### config.mk
export PLATFORM = sky130hd
export DESIGN_NAME = hdsdi_lnins
export DESIGN_NICKNAME = d
export VERILOG_FILES = /design/src/rtl/hdsdi_pkg.sv /design/src/rtl/hdsdi_slot_dec.sv /design/src/rtl/hdsdi_lane.sv /design/src/rtl/hdsdi_lnins.sv
export SDC_FILE = /design/constraint.sdc
export NUM_CORES = 1
export LEC_CHECK = 0
export BUFFER_PORTS_ARGS = -buffer_cell sky130_fd_sc_hd__buf_4
export CAP_MARGIN = 40
export CORE_ASPECT_RATIO = 1.2
export CORE_MARGIN = 3
export CORE_UTILIZATION = 54
export CTS_BUF_LIST = sky130_fd_sc_hd__clkbuf_8
export DETAILED_ROUTE_END_ITERATION = 16
export PLACE_DENSITY = 0.9
export SLEW_MARGIN = 0
export SYNTH_ARGS = -nofsm -noshare
export SYNTH_HDL_FRONTEND = slang
export SYNTH_SLANG_ARGS = --single-unit
### constraint.sdc
create_clock -name clk -period 2 [get_ports clk]
set_input_delay 0 -clock clk [delete_from_list [all_inputs] [get_ports clk]]
set_output_delay 0 -clock clk [all_outputs]
set_load 0.005 [all_outputs]
### src/rtl/hdsdi_pkg.sv
package hdsdi_pkg;

   localparam int WORD_W = 10;
   localparam int LN_BITS = 11;

   typedef enum logic [2:0] {
      SL_PASS,
      SL_PRE_ONES,
      SL_PRE_ZA,
      SL_PRE_ZB,
      SL_STATUS,
      SL_LNUM_LO,
      SL_LNUM_HI
   } slot_e;

   function automatic logic [WORD_W-1:0] status_word(input logic f, input logic v, input logic h);
      return {1'b1, f, v, h, v ^ h, f ^ h, f ^ v, f ^ v ^ h, 2'b00};
   endfunction

   function automatic logic [WORD_W-1:0] lnum_lo_word(input logic [LN_BITS-1:0] ln);
      return {~ln[6], ln[6:0], 2'b00};
   endfunction

   function automatic logic [WORD_W-1:0] lnum_hi_word(input logic [LN_BITS-1:0] ln);
      return {1'b1, 3'b000, ln[10:7], 2'b00};
   endfunction

endpackage

### src/rtl/hdsdi_slot_dec.sv
module hdsdi_slot_dec
   import hdsdi_pkg::*;
#(
   parameter int CNT_W  = 12,
   parameter int ACTIVE = 1920
) (
   input  logic [CNT_W-1:0] sample_cnt,
   output slot_e            slot,
   output logic             ln_capture
);

   localparam int LAST_SLOT = ACTIVE + 5;
   localparam logic [CNT_W-1:0] P_ONES = CNT_W'(ACTIVE);
   localparam logic [CNT_W-1:0] P_ZA   = CNT_W'(ACTIVE + 1);
   localparam logic [CNT_W-1:0] P_ZB   = CNT_W'(ACTIVE + 2);
   localparam logic [CNT_W-1:0] P_STAT = CNT_W'(ACTIVE + 3);
   localparam logic [CNT_W-1:0] P_LNLO = CNT_W'(ACTIVE + 4);
   localparam logic [CNT_W-1:0] P_LNHI = CNT_W'(ACTIVE + 5);

   generate
      if (LAST_SLOT >= (1 << CNT_W)) begin : g_bad_cnt
         $error("hdsdi_slot_dec: CNT_W too narrow for ACTIVE+5");
      end
   endgenerate

   always_comb begin
      unique case (sample_cnt)
         P_ONES:  slot = SL_PRE_ONES;
         P_ZA:    slot = SL_PRE_ZA;
         P_ZB:    slot = SL_PRE_ZB;
         P_STAT:  slot = SL_STATUS;
         P_LNLO:  slot = SL_LNUM_LO;
         P_LNHI:  slot = SL_LNUM_HI;
         default: slot = SL_PASS;
      endcase
   end

   assign ln_capture = (sample_cnt == P_ONES);

endmodule

### src/rtl/hdsdi_lane.sv
module hdsdi_lane
   import hdsdi_pkg::*;
#(
   parameter int DW   = 10,
   parameter int LN_W = 11
) (
   input  logic                clk,
   input  logic                rst_n,
   input  slot_e               slot,
   input  logic                ln_capture,
   input  logic [LN_W-1:0]     ln_field,
   input  logic [WORD_W-1:0]   stat_w,
   input  logic [DW-1:0]       din,
   output logic [DW-1:0]       dout
);

   localparam int PAD = DW - WORD_W;

   logic [LN_W-1:0]   ln_held;
   logic [WORD_W-1:0] ins_w;
   logic [DW-1:0]     nxt;

   always_ff @(posedge clk or negedge rst_n) begin
      if (!rst_n) ln_held <= '0;
      else if (ln_capture) ln_held <= ln_field;
   end

   always_comb begin
      unique case (slot)
         SL_PRE_ONES: ins_w = '1;
         SL_PRE_ZA:   ins_w = '0;
         SL_PRE_ZB:   ins_w = '0;
         SL_STATUS:   ins_w = stat_w;
         SL_LNUM_LO:  ins_w = lnum_lo_word(ln_held);
         SL_LNUM_HI:  ins_w = lnum_hi_word(ln_held);
         default:     ins_w = '0;
      endcase
   end

   generate
      if (PAD == 0) begin : g_exact
         assign nxt = (slot == SL_PASS) ? din : ins_w;
      end else begin : g_msb_aligned
         assign nxt = (slot == SL_PASS) ? din : {ins_w, {PAD{1'b0}}};
      end
   endgenerate

   always_ff @(posedge clk or negedge rst_n) begin
      if (!rst_n) dout <= '0;
      else dout <= nxt;
   end

endmodule

### src/rtl/hdsdi_lnins.sv
module hdsdi_lnins
   import hdsdi_pkg::*;
#(
   parameter int DW     = 10,
   parameter int LN_W   = 11,
   parameter int CNT_W  = 12,
   parameter int ACTIVE = 1920
) (
   input  logic              clk,
   input  logic              rst_n,
   input  logic [CNT_W-1:0]  sample_cnt,
   input  logic              fld,
   input  logic              vblk,
   input  logic              hflag,
   input  logic [2*LN_W-1:0] ln_bus,
   input  logic [DW-1:0]     y_in,
   input  logic [DW-1:0]     c_in,
   output logic [DW-1:0]     y_out,
   output logic [DW-1:0]     c_out
);

   localparam int LANES = 2;

   generate
      if (DW < WORD_W) begin : g_bad_dw
         $error("hdsdi_lnins: DW must be at least 10");
      end
      if (LN_W != LN_BITS) begin : g_bad_ln
         $error("hdsdi_lnins: LN_W must be 11");
      end
   endgenerate

   slot_e             slot;
   logic              ln_capture;
   logic [WORD_W-1:0] stat_w;
   logic [DW-1:0]     lane_in  [LANES];
   logic [DW-1:0]     lane_out [LANES];

   hdsdi_slot_dec #(.CNT_W(CNT_W), .ACTIVE(ACTIVE)) u_dec (
      .sample_cnt (sample_cnt),
      .slot       (slot),
      .ln_capture (ln_capture)
   );

   assign stat_w     = status_word(fld, vblk, hflag);
   assign lane_in[0] = y_in;
   assign lane_in[1] = c_in;

   // lane 0 (luma) takes the upper field, lane 1 (chroma) the lower
   generate
      for (genvar i = 0; i < LANES; i++) begin : g_lane
         hdsdi_lane #(.DW(DW), .LN_W(LN_W)) u_lane (
            .clk        (clk),
            .rst_n      (rst_n),
            .slot       (slot),
            .ln_capture (ln_capture),
            .ln_field   (ln_bus[(LANES-i)*LN_W-1 -: LN_W]),
            .stat_w     (stat_w),
            .din        (lane_in[i]),
            .dout       (lane_out[i])
         );
      end
   endgenerate

   assign y_out = lane_out[0];
   assign c_out = lane_out[1];

endmodule

# Word level (Yosys, flattened, before mapping)
# Cells that the tools add are included.
[op_classes]
muxes = 5
n_reduce_logical = 1
bitwise_logic = 6
eq_ne = 10
[ops]
columns = ["op", "count"]
rows = [
  ["case mux 10 bit (4 select lines)", 2],
  ["== test 12 x 11 -> 1 bit (second input constant)", 6],
  ["2-to-1 mux 10 bit", 2],
  ["case mux 3 bit (6 select lines)", 1],
  ["== test 3 bit (second input constant)", 3],
  ["XOR 1 bit", 4],
  ["== test 3 x 1 -> 1 bit (second input constant)", 1],
  ["zero test 3 bit", 1],
  ["inverter 1 bit", 2],
]
[totals]
output_inout_bits = 20
in_bits = 59
reg_bits = 42

# Longest topological paths before layout
# Gate-level depths: netlist of run 1.
[logic_depth]
depth_word = 5
depth_mapped = 6

# Modules after synthesis
# A second synthesis of run 1 with hierarchy kept.
[hier_totals]
cells_unflattened = 183
hier_area_um2 = 2105.8
[modules_own_cells]
columns = ["module", "area_each_um2", "n_inst", "cells_each"]
rows = [
  ["hdsdi_lane", 970.9, 2, 82],
  ["hdsdi_slot_dec", 106.4, 1, 13],
  ["hdsdi_lnins", 57.6, 1, 6],
]

# Least setup slack after synthesis of run 1
# No wires, ideal clock.
[synth_path]
path_type = "in2reg"
startpoint = "input sample_cnt[0]"
endpoint = "register g_lane[0].u_lane.ln_held[0]"
n_path_buf = 2
cell_stages = 5
setup_ps = 125
t_arrival_ps = 1232
path_slack_ps = 643
path_cell_list = "buf_4 > nor4_4 > nand3_4 > buf_6 > mux2_4"
[synth_between]
elab_chain_len = 1
[synth_rtl]
columns = ["element", "line", "rtl"]
rows = [
  ["start: declaration", "hdsdi_lnins.sv:11", "input logic [CNT_W-1:0] sample_cnt,"],
  ["== test 12 x 11 -> 1 bit", "hdsdi_slot_dec.sv:38", "assign ln_capture = (sample_cnt == P_ONES);"],
  ["end signal: assignment", "hdsdi_lane.sv:25", "else if (ln_capture) ln_held <= ln_field;"],
  ["end: declaration", "hdsdi_lane.sv:19", "logic [LN_W-1:0] ln_held;"],
]
# Every way passes these cells.
# A chain may end at the register's enable or synchronous reset.

# Worst setup path after layout of run 1
[layout_path]
startpoint = "input sample_cnt[1]"
endpoint = "register g_lane[1].u_lane.ln_held[2]"
[layout_between]
elab_chain_len = 1
[layout_rtl]
columns = ["element", "line"]
rows = [
  ["== test 12 x 11 -> 1 bit", "hdsdi_slot_dec.sv:38"],
  ["end signal: assignment", "hdsdi_lane.sv:25"],
  ["end: declaration", "hdsdi_lane.sv:19"],
]
# Every way passes these cells.

==> results.py, run 1 <==
metrics = {
    "run_status": {
        "status": "complete, but fails checks",
        "violations": "hold timing",
    },
    "route": {
        "firstDrtPassIters": 4,
        "ant_nets": 0,
        "wire_per_inst_um": 20.1,
        "first_iter_violations": 149,
        "route.detailed.drc": 0,
        "vias": 1818,
        "wirelength_um": 6230,
        "vias_per_cell": 5.86,
    },
    "min_path": {
        "hp-class": "input pin to flip-flop",
        "hp-start": "y_in[7]",
    },
    "sta": {
        "fmax_mhz": 510,
        "fin_tns_setup_ps": 0,
        "hold_viol_final": 1,
        "finalSetupViolCount": 0,
        "post-route-period-util": 0.981,
        "fin_skew_ps": 3.62,
        "whs_ps": -1.25,
        "fin_crit_ps": 1960,
        "worstMarginPinSlew_ps": 679,
        "slew_headroom": 0.544,
        "drv_slew": 0,
    },
    "place": {
        "routabilityCongestion": 0.807,
        "post_dp_cell_area_um2": 2600,
        "place_inst": 263,
        "hpwl_um": 3440,
        "portBuffers": 78,
    },
    "critical_path": {
        "r2r_start": "g_lane[0].u_lane.ln_held[0]",
        "cp-start-kind": "input pin",
        "setup.worst_path.start": "sample_cnt[1]",
        "required_ps": 2180,
        "slowest_stage": "nor4_4",
        "cp.arrival_ps": 2140,
        "cp_cell_sequence": "dlygate4sd3_1 > buf_4 > nor4_4 > nand3_4 > mux2_4",
        "critPathCaptureType": "flip-flop",
        "crit_type": "input pin to flip-flop",
        "critPathMaxFanout": 12,
        "max_stage_delay_ps": 650,
    },
    "floorplanning": {
        "dieArea_um2": 4490,
        "pin_count": 79,
        "die_h_um": 72.8,
        "rows": 23,
        "start_util": 0.582,
        "core-area_um2": 3450,
        "fp.dieW_um": 61.7,
    },
    "cells_and_area": {
        "final_area_um2": 3090,
        "drive_gt1_frac": 0.432,
        "antenna_cells": 0,
        "nNetsFinal": 331,
        "instances_no_fill": 310,
        "n_fill_cell": 160,
        "syn_to_final_growth_pct": 53.5,
    },
    "global_route": {
        "grt_max_degree": 43,
        "antenna_found_initial": 0,
        "grt_use_total": 0.282,
        "grt_overflow": 0,
        "grt_pass1_vias": 1850,
        "grt_pass1_wl_um": 9090,
    },
    "clock_network": {
        "cts_buffers": 5,
        "cts_sinks": 42,
        "path_clk_slew_ps": 80,
        "clock_latency_ps": 290,
        "cts_root_buffer": "clkbuf_8",
        "cts_setup_buffers": 0,
        "cts.path.max_buffers": 2,
        "cts_tree": "done",
        "cts_max_level": 2,
    },
    "synth": {
        "synth-warning-count": 0,
        "synthCells": 155,
        "synth-seq-area-share": 0.523,
        "ys_seq_elements": 42,
        "syn_area_per_cell_um2": 13.0,
        "synth_cell_types": 30,
        "syn-num-nets": 214,
        "syn_area_um2": 2010,
    },
    "job": {
        "drv_cap": 0,
    },
    "power_and_ir_drop": {
        "powerDensity_nw_per_um2": 563,
        "vdd_drop_max_uv": 464,
        "power.leakage_nw": 1.55,
    },
}
[cells in the final DEF, fill, tap and decap left out, drive strengths merged, types with 2 or more instances in the layout]
cell         instances
mux2                24
nand2b               2
buf                 81
a221oi               2
nand2               15
o2bb2ai              6
nor2b                2
o41ai                2
dlygate4sd3         38
nor2                 5
nand3                4
a221o                8
clkbuf               6
dfrtp               42
a21oi               15
nor4b                2
a21o                 6
xor2                 3
[final timing paths]
kind,end,slack [ps],cells past startpoint
max reg2reg,g_lane[0].u_lane.dout[2],930,2
min,g_lane[0].u_lane.dout[7],-1,3
max in group asynchronous,g_lane[0].u_lane.ln_held[8],1400,2
min reg2reg,g_lane[1].u_lane.dout[7],490,1
min in group asynchronous,g_lane[1].u_lane.dout[9],230,2
max,g_lane[1].u_lane.ln_held[2],40,5
[synthesized netlist by cell type]
master / n / area share
nand2b_1: 2 / 0.0062
nand2_1: 15 / 0.028
xor2_1: 3 / 0.013
buf_6: 3 / 0.017
and4b_1: 1 / 0.0050
clkbuf_1: 5 / 0.0093
mux2_2: 8 / 0.045
nor2b_1: 2 / 0.0062
and4bb_2: 1 / 0.0062
dfrtp_1: 42 / 0.52
mux2_4: 16 / 0.12
o41ai_1: 2 / 0.0087
nand3_1: 1 / 0.0025
o21ai_0: 1 / 0.0025
nor4bb_1: 1 / 0.0050
a221o_1: 8 / 0.040
nand3_2: 1 / 0.0050
nor2_1: 5 / 0.0093
nor4b_4: 1 / 0.012
and3_1: 1 / 0.0031
a21o_1: 6 / 0.022
buf_4: 2 / 0.0075
a221oi_1: 2 / 0.0087
xnor2_1: 1 / 0.0044
a21oi_1: 15 / 0.037
nor4b_1: 1 / 0.0044
nor4_4: 1 / 0.011
o2bb2ai_1: 6 / 0.026
and3b_1: 1 / 0.0044
nand3_4: 1 / 0.0087
[routing by layer]
metal | track usage | routed length, um | vias to the layer above
li1 | - | - | 808
met1 | 0.321 | 2170 | 865
met2 | 0.505 | 3340 | 128
met3 | 0.0637 | 585 | 17
met4 | 0.0967 | 136 | 0
met5 | 0 | 0 | -
[sequential cells by signal, summed over array words and instances (netlist names)]
| register | flops |
|---|---|
| g_lane.u_lane.ln_held | 22 |
| g_lane.u_lane.dout | 20 |
[report_power, final]
group	switching, mW	total, mW	leakage (nW)	internal, mW
sequential	0.00978	0.883	0.541	0.873
clock	0.283	0.556	0.0524	0.273
combinational	0.113	0.298	0.956	0.185
[what timing repair did]
action | in CTS | in global routing
hold buffers | 38 | 0
endpoints found under the setup margin | 0 | 24
gates resized for setup | 0 | 1
endpoints found under the hold margin | 80 | 0
[logic make-up (layout without fill, tap and decap cells)]
kind of cell,Yosys count,after routing,share of synthesized area
xor gates and xnor gates,4,4,0.0174
AOI/OAI and AO/OA,40,40,0.146
buffers and inverters,10,127,0.0336
muxes,24,24,0.164
and+or+nand+nor,35,36,0.116
DFF,42,42,0.523
[worst max-delay path: cells and delay by family]
family	cells	cell delay (ps)
buffers and inverters	2	720
multiplexers	1	410
AND/OR/NAND/NOR	2	1000
[stage by stage]
stage	power, mW	setup WS [ps]	utilization
finish	1.74	37.5	0.894
floorplan	0.969	643	-
detailed placement	1.12	301	0.752
global route	1.79	-16.4	0.894
global placement	1.12	316	0.752
CTS	1.73	90.6	0.889
[area by class of cell]
class | instances | area (um2) | area share
flip-flops and latches | 42 | 1050 | 0.340
well taps | 37 | 46.3 | 0.0150
clock buffers | 6 | 82.6 | 0.0268
repair buffers | 119 | 988 | 0.320
multi-input cells | 104 | 910 | 0.295
clock inverters | 2 | 8.76 | 0.00284
(Power assumes the default switching activity.)
==> run 2, diff against run 1 <==
ABC_AREA = 1   (was unset)
BUFFER_PORTS_ARGS = -buffer_cell sky130_fd_sc_hd__buf_2   (was -buffer_cell sky130_fd_sc_hd__buf_4)
CELL_PAD_IN_SITES_DETAIL_PLACEMENT = 2   (was unset)
CELL_PAD_IN_SITES_GLOBAL_PLACEMENT = 2   (was unset)
CORE_UTILIZATION = 30   (was 54)
PLACE_DENSITY = 0.91   (was 0.9)
==> run 2 against run 1 <==
Net effect:
- the run now ends clean
- first-iteration DRC count fell by 41%
- clock-buffer cell count fell by 1
- critical path depth rose by 3
- final area fell by 3.4%
- maximum frequency rose by 48%
- sequential power barely moved
- sequential share of layout area rose by 1.2 points
- die area rose by 69%
- clock power rose by 21%
- synthesized cell count rose by 54%
- register-to-register slack improved by 290 ps
- critical path type unchanged
- largest cell class unchanged
- largest power group unchanged
- highest routed layer unchanged
==> results.py, run 2 <==
metrics = {
    "clock_network": {
        "path_clk_slew_ps": 90,
        "cts_buffers": 5,
        "cts_tree": "done",
        "cts_root_buffer": "clkbuf_8",
        "cts_setup_buffers": 0,
        "cts.path.max_buffers": 2,
        "ctsHoldBuffers": 43,
        "clock_latency_ps": 300,
        "ctsResizeCount": 0,
        "cts_max_level": 2,
        "cts_sinks": 42,
    },
    "critical_path": {
        "r2r_start": "g_lane[0].u_lane.ln_held[10]",
        "crit_type": "input pin to flip-flop",
        "crit_top_cell": "nand2_1",
        "worstRegToRegCells": 2,
        "slowest_stage": "nand2_1",
        "cpLargestDelayFamily": "simple AND/OR/NAND/NOR gates",
        "cp.buffers_inverters": 2,
        "r2r_slack_ps": 1220,
        "required_ps": 2160,
        "rr_endpoint": "g_lane[0].u_lane.dout[5]",
        "cp_cell_sequence": "buf_2 > inv_1 > nor2_1 > nand2_1 > nor2_4 > nand2_1 > nand2_1 > nand4_1",
        "critPathCaptureType": "flip-flop",
        "cp-start-kind": "input pin",
        "critPathMaxFanout": 20,
        "cp.arrival_ps": 1490,
        "max_stage_delay_ps": 490,
    },
    "floorplanning": {
        "core-area_um2": 6210,
        "dieArea_um2": 7590,
        "fp.dieW_um": 80.1,
        "rows": 31,
        "die_h_um": 94.9,
        "start_util": 0.318,
        "pin_count": 79,
    },
    "sta": {
        "hold_viol_final": 0,
        "fin_tns_setup_ps": 0,
        "drv_slew": 0,
        "fmax_mhz": 752,
        "rsz0062_at_grt": "false",
        "finalSetupViolCount": 0,
        "post-route-period-util": 0.665,
        "whs_ps": 46.2,
        "worstMarginPinSlew_ps": 754,
        "fin_skew_ps": 10.2,
        "slew_headroom": 0.496,
        "layout_setup_ws_ps": 670,
        "fin_crit_ps": 1330,
    },
    "cells_and_area": {
        "multi_input_area_um2": 817,
        "top_regs": "g_lane.u_lane.ln_held x22, g_lane.u_lane.dout x20",
        "final_cell_mix": "nand2_1 (105), buf_2 (78), dlygate4sd3_1 (43)",
        "largest_reg_flops": 22,
        "final_area_um2": 2980,
        "seqCellArea_um2": 1050,
        "syn_to_final_growth_pct": 51.0,
        "largest-register": "g_lane.u_lane.ln_held",
        "drive_gt1_frac": 0.269,
        "instances_no_fill": 439,
        "n_fill_cell": 693,
        "post-route-util": 0.480,
        "antenna_cells": 0,
        "nNetsFinal": 415,
        "layout_commonest_cell": "nand2_1",
    },
    "power_and_ir_drop": {
        "seq_power_share": 0.488,
        "p_clk_frac": 0.373,
        "switching_share": 0.240,
        "power_frac_comb": 0.138,
        "vdd_drop_max_uv": 305,
        "powerDensity_nw_per_um2": 606,
        "p_sw_mw": 0.434,
        "power.leakage_nw": 1.61,
        "power_mw": 1.81,
        "p_int_mw": 1.37,
    },
    "global_route": {
        "grt_pass1_vias": 2562,
        "antenna_found_initial": 0,
        "grt_pass1_wl_um": 12800,
        "grt_overflow": 0,
        "grt_use_total": 0.223,
        "grt_max_degree": 39,
    },
    "min_path": {
        "hp-class": "input pin to flip-flop",
        "hp-start": "hflag",
        "min_path_cells": 3,
        "holdPathEnd": "g_lane[0].u_lane.dout[6]",
    },
    "route": {
        "route.detailed.drc": 0,
        "firstDrtPassIters": 4,
        "wire_per_inst_um": 17.8,
        "vias": 2160,
        "wirelength_um": 7810,
        "vias_per_cell": 4.92,
        "ant_nets": 0,
        "first_iter_violations": 88,
    },
    "synth": {
        "synth_compound_area_frac": 0.0203,
        "synth-xor-area-share": 0.0177,
        "yosysTopAreaCell": "dfrtp_1",
        "syn_area_um2": 1970,
        "ys_top_cells_by_area": "dfrtp_1 (53%), nand2_1 (20%), nand4_1 (9.8%)",
        "synthCells": 238,
        "synth_cell_types": 18,
        "synth-warning-count": 0,
        "synth_common_cells": "nand2_1 (105), dfrtp_1 (42), nand4_1 (31)",
        "synth.area.mux_share": 0,
        "synth-async-reset-ratio": 1.00,
        "synth-seq-area-share": 0.532,
        "synth-adder-area-share": 0,
        "ys.flop_type": "dfrtp_1",
        "syn_area_per_cell_um2": 8.30,
        "synthMostInstantiatedCell": "nand2_1",
        "synth_top_area_share": 0.532,
        "syn-num-nets": 297,
        "synth_edf_count": 0,
        "ys_seq_elements": 42,
        "synth-simple-area-share": 0.373,
        "synth_top_family_by_area": "simple AND/OR/NAND/NOR gates",
    },
    "place": {
        "portBuffers": 78,
        "hpwl_um": 4780,
        "place_inst": 388,
        "post_dp_cell_area_um2": 2440,
        "routabilityCongestion": 0.735,
        "place_ws_ps": 424,
    },
    "run_status": {
        "status": "finished, final reports clean",
    },
    "job": {
        "drv_cap": 0,
    },
}
==> run 2: cell types whose count changed after synthesis, sizes merged, moves of 6 or more <==
cell	before	now
a21o	6	0
a21oi	15	8
a221o	8	0
buf	5	13
inv	0	12
mux2	24	0
nand2	15	106
nand3	3	12
nand4	0	31
o2bb2ai	6	0
==> run 2: worst max-delay path by stage <==
| stage | start | to | slack [ps] | depth (start not counted) |
|---|---|---|---|---|
| after global routing | sample_cnt[7] | g_lane[0].u_lane.dout[5] | 510 | 8 |
| final | sample_cnt[7] | g_lane[0].u_lane.dout[5] | 670 | 8 |
| after CTS | sample_cnt[5] | g_lane[0].u_lane.dout[4] | 730 | 7 |
| after floorplan | sample_cnt[7] | g_lane[0].u_lane.dout[3] | 1100 | 8 |
| after global placement | sample_cnt[2] | g_lane[1].u_lane.dout[2] | 590 | 7 |
| after detailed placement | sample_cnt[5] | g_lane[0].u_lane.dout[4] | 420 | 7 |
==> run 2: tightest hold or removal path, cell delays in order <==
cell     delay (ps)
buf_2           130
a21oi_1         110
nand3_1          80
==> run 2: per-layer routing <==
layer / wire length (um) / GRT usage
met3: 255 / 0.0296
met4: 106 / 0.0704
met1: 2890 / 0.236
met5: 0 / 0
met2: 4560 / 0.443
==> run 2: cell type report <==
type,instances,share of cell area
Clock buffer,5,0.0231
Clock inverter,3,0.0138
Inverter,12,0.0151
Multi-Input combinational cell,171,0.274
Sequential cell,42,0.352
Tap cell,82,0.0344
Timing Repair Buffer,124,0.287
==> run 2: power by group through the flow <==
stage | clock (mW) | combinational (mW) | sequential, mW
detailed placement | 0 | 0.179 | 0.899
CTS | 0.675 | 0.245 | 0.882
finish | 0.675 | 0.250 | 0.883
global placement | 0 | 0.165 | 0.897
global route | 0.723 | 0.279 | 0.885
floorplan | 0 | 0.0535 | 0.900
==> run 2: kinds of logic (layout without fill, tap and decap cells) <==
group,after synthesis,count (layout)
xor+xnor,4,4
buf+inv,25,144
flops,42,42
compound gates,8,8
simple gates,159,159
==> run 3, diff against run 2 <==
CORE_UTILIZATION = 25   (was 30)
PLACE_DENSITY = 0.81   (was 0.91)
clock period = 1.1 ns   (was 2 ns; I/O delays follow)
==> run 3 against run 2 <==
Net effect:
- global-route usage shrank 4.7 points
- sequential cell count did not move
- non-clock buffer count grew 12
- worst setup slack got worse by 490 ps
- total power rose by 71%
- clock skew decreased by 6.8 ps
- final area increased by 5.2%
- first-iteration DRC count is 10% lower
==> results.py, run 3 (synthesized netlist as in run 2, its figures left out) <==
metrics = {
    "clock_network": {
        "cts.path.max_buffers": 2,
        "clock_latency_ps": 290,
        "path_clk_slew_ps": 70,
        "cts_sinks": 42,
        "ctsResizeCount": 0,
        "cts_tree": "done",
        "cts_buffers": 5,
        "cts_root_buffer": "clkbuf_8",
        "cts_max_level": 2,
    },
    "sta": {
        "fin_tns_setup_ps": 0,
        "rsz0062_at_grt": "false",
        "finalSetupViolCount": 0,
        "drv_slew": 0,
        "worstMarginPinSlew_ps": 395,
        "slew_headroom": 0.737,
        "hold_viol_final": 0,
        "fin_skew_ps": 3.40,
        "post-route-period-util": 0.836,
        "fmax_mhz": 1090,
        "fin_crit_ps": 919,
        "layout_setup_ws_ps": 181,
    },
    "cells_and_area": {
        "layout_commonest_cell": "nand2_1",
        "drive_gt1_frac": 0.295,
        "final_cell_mix": "nand2_1 (105), buf_2 (78), dfrtp_1 (42), dlygate4sd3_1 (42), nand4_1 (31)",
        "syn_to_final_growth_pct": 58.8,
        "n_fill_cell": 835,
        "largest_reg_flops": 22,
        "post-route-util": 0.421,
        "instances_no_fill": 459,
        "antenna_cells": 0,
        "final_area_um2": 3140,
        "largest-register": "g_lane.u_lane.ln_held",
        "top_regs": "g_lane.u_lane.ln_held x22, g_lane.u_lane.dout x20",
        "nNetsFinal": 427,
    },
    "floorplanning": {
        "rows": 34,
        "dieArea_um2": 9000,
        "pin_count": 79,
        "start_util": 0.265,
        "core-area_um2": 7440,
        "fp.dieW_um": 87.1,
        "die_h_um": 103,
    },
    "place": {
        "hpwl_um": 5150,
        "portBuffers": 78,
        "routabilityCongestion": 0.778,
        "post_dp_cell_area_um2": 2620,
        "place_ws_ps": -97.3,
        "place_inst": 409,
    },
    "min_path": {
        "hp-class": "input pin to flip-flop",
        "holdPathEnd": "g_lane[0].u_lane.dout[2]",
        "min_path_cells": 3,
        "hp-start": "y_in[2]",
    },
    "critical_path": {
        "crit_top_cell": "nand2_1",
        "r2r_slack_ps": 310,
        "required_ps": 1240,
        "cp_cell_sequence": "buf_2 > nor2_1 > nand2_2 > nor2_4 > nand2_1 > buf_4 > nand2_1 > nand4_1",
        "crit_type": "input pin to flip-flop",
        "critPathCaptureType": "flip-flop",
        "cp.arrival_ps": 1060,
        "slowest_stage": "nor2_4",
        "worstRegToRegCells": 2,
        "critPathMaxFanout": 8,
        "cp-start-kind": "input pin",
        "rr_endpoint": "g_lane[0].u_lane.dout[2]",
        "max_stage_delay_ps": 200,
        "r2r_start": "g_lane[0].u_lane.ln_held[0]",
    },
    "power_and_ir_drop": {
        "power.leakage_nw": 1.69,
        "vdd_drop_max_uv": 637,
        "powerDensity_nw_per_um2": 983,
    },
    "route": {
        "route.detailed.drc": 0,
        "vias_per_cell": 4.75,
        "wire_per_inst_um": 16.4,
        "ant_nets": 0,
        "first_iter_violations": 79,
        "wirelength_um": 7520,
        "firstDrtPassIters": 4,
        "vias": 2179,
    },
    "run_status": {
        "status": "finished, final reports clean",
    },
    "global_route": {
        "grt_use_total": 0.175,
        "antenna_found_initial": 0,
        "grt_pass1_wl_um": 12200,
        "grt_pass1_vias": 2463,
        "grt_overflow": 0,
        "grt_max_degree": 28,
    },
    "job": {
        "drv_cap": 0,
    },
}
run 3: cell count changes in the layout (fill, tap and decap cells not counted), sizes merged:
cell         before  now
buf              81   94
clkbuf            5    6
clkinv            0    1
clkinvlp          1    0
dlygate4sd3      43   42
bufinv            1    0
run 3: layout make-up:
class	instances	area [um2]	share of cell area
Clock inverter	2	8.76	0.00279
Clock buffer	6	82.6	0.0263
Sequential cell	42	1050	0.335
Timing Repair Buffer	136	1020	0.325
Inverter	12	45.0	0.0144
Tap cell	90	113	0.0359
Multi-Input combinational cell	171	817	0.261
run 3: report_power, final:
group | switching, mW | internal (mW) | leakage [nW]
Sequential | 0.0177 | 1.59 | 0.540
Combinational | 0.211 | 0.263 | 1.10
Clock | 0.507 | 0.498 | 0.0524
Total | 0.735 | 2.35 | 1.69
run 3: repair_timing:
action,4_1_cts,5_1_grt
hold buffers,42,0
endpoints found under the hold margin,83,0
buffers inserted,0,0
run 3: stage by stage:
step                      power [mW]  hold slack [ps]
after floorplan                 1.73             -296
after global placement          1.97            -69.9
after detailed placement        1.99            -57.4
after CTS                       3.10             19.1
after global routing            3.24             5.78
final                           3.08             12.0
run 3: worst max-delay path: cells and delay by family:
| family | cells | cell delay, ps |
|---|---|---|
| simple gates | 6 | 760 |
| buf+inv | 2 | 290 |
run 3: metal layers:
metal	part of all wire	wire, um	vias up	GRT usage
li1	-	-	1042	-
met2	0.56	4230	54	0.350
met5	0	0	-	0
met1	0.39	2900	1074	0.192
met3	0.038	286	9	0.0269
met4	0.014	109	0	0.0401
run 3: worst max-delay path by stage:
| stage | startpoint | end | slack, ps | depth (start not counted) |
|---|---|---|---|---|
| 2_1_floorplan | sample_cnt[7] | g_lane[0].u_lane.dout[3] | 200 | 8 |
| 3_3_place_gp | sample_cnt[7] | g_lane[0].u_lane.dout[4] | -10 | 9 |
| 3_5_place_dp | sample_cnt[7] | g_lane[1].u_lane.dout[4] | -100 | 9 |
| 4_1_cts | sample_cnt[10] | g_lane[0].u_lane.dout[2] | 200 | 9 |
| 5_1_grt | sample_cnt[10] | g_lane[1].u_lane.dout[4] | 100 | 9 |
| 6_report | sample_cnt[11] | g_lane[0].u_lane.dout[2] | 180 | 8 |
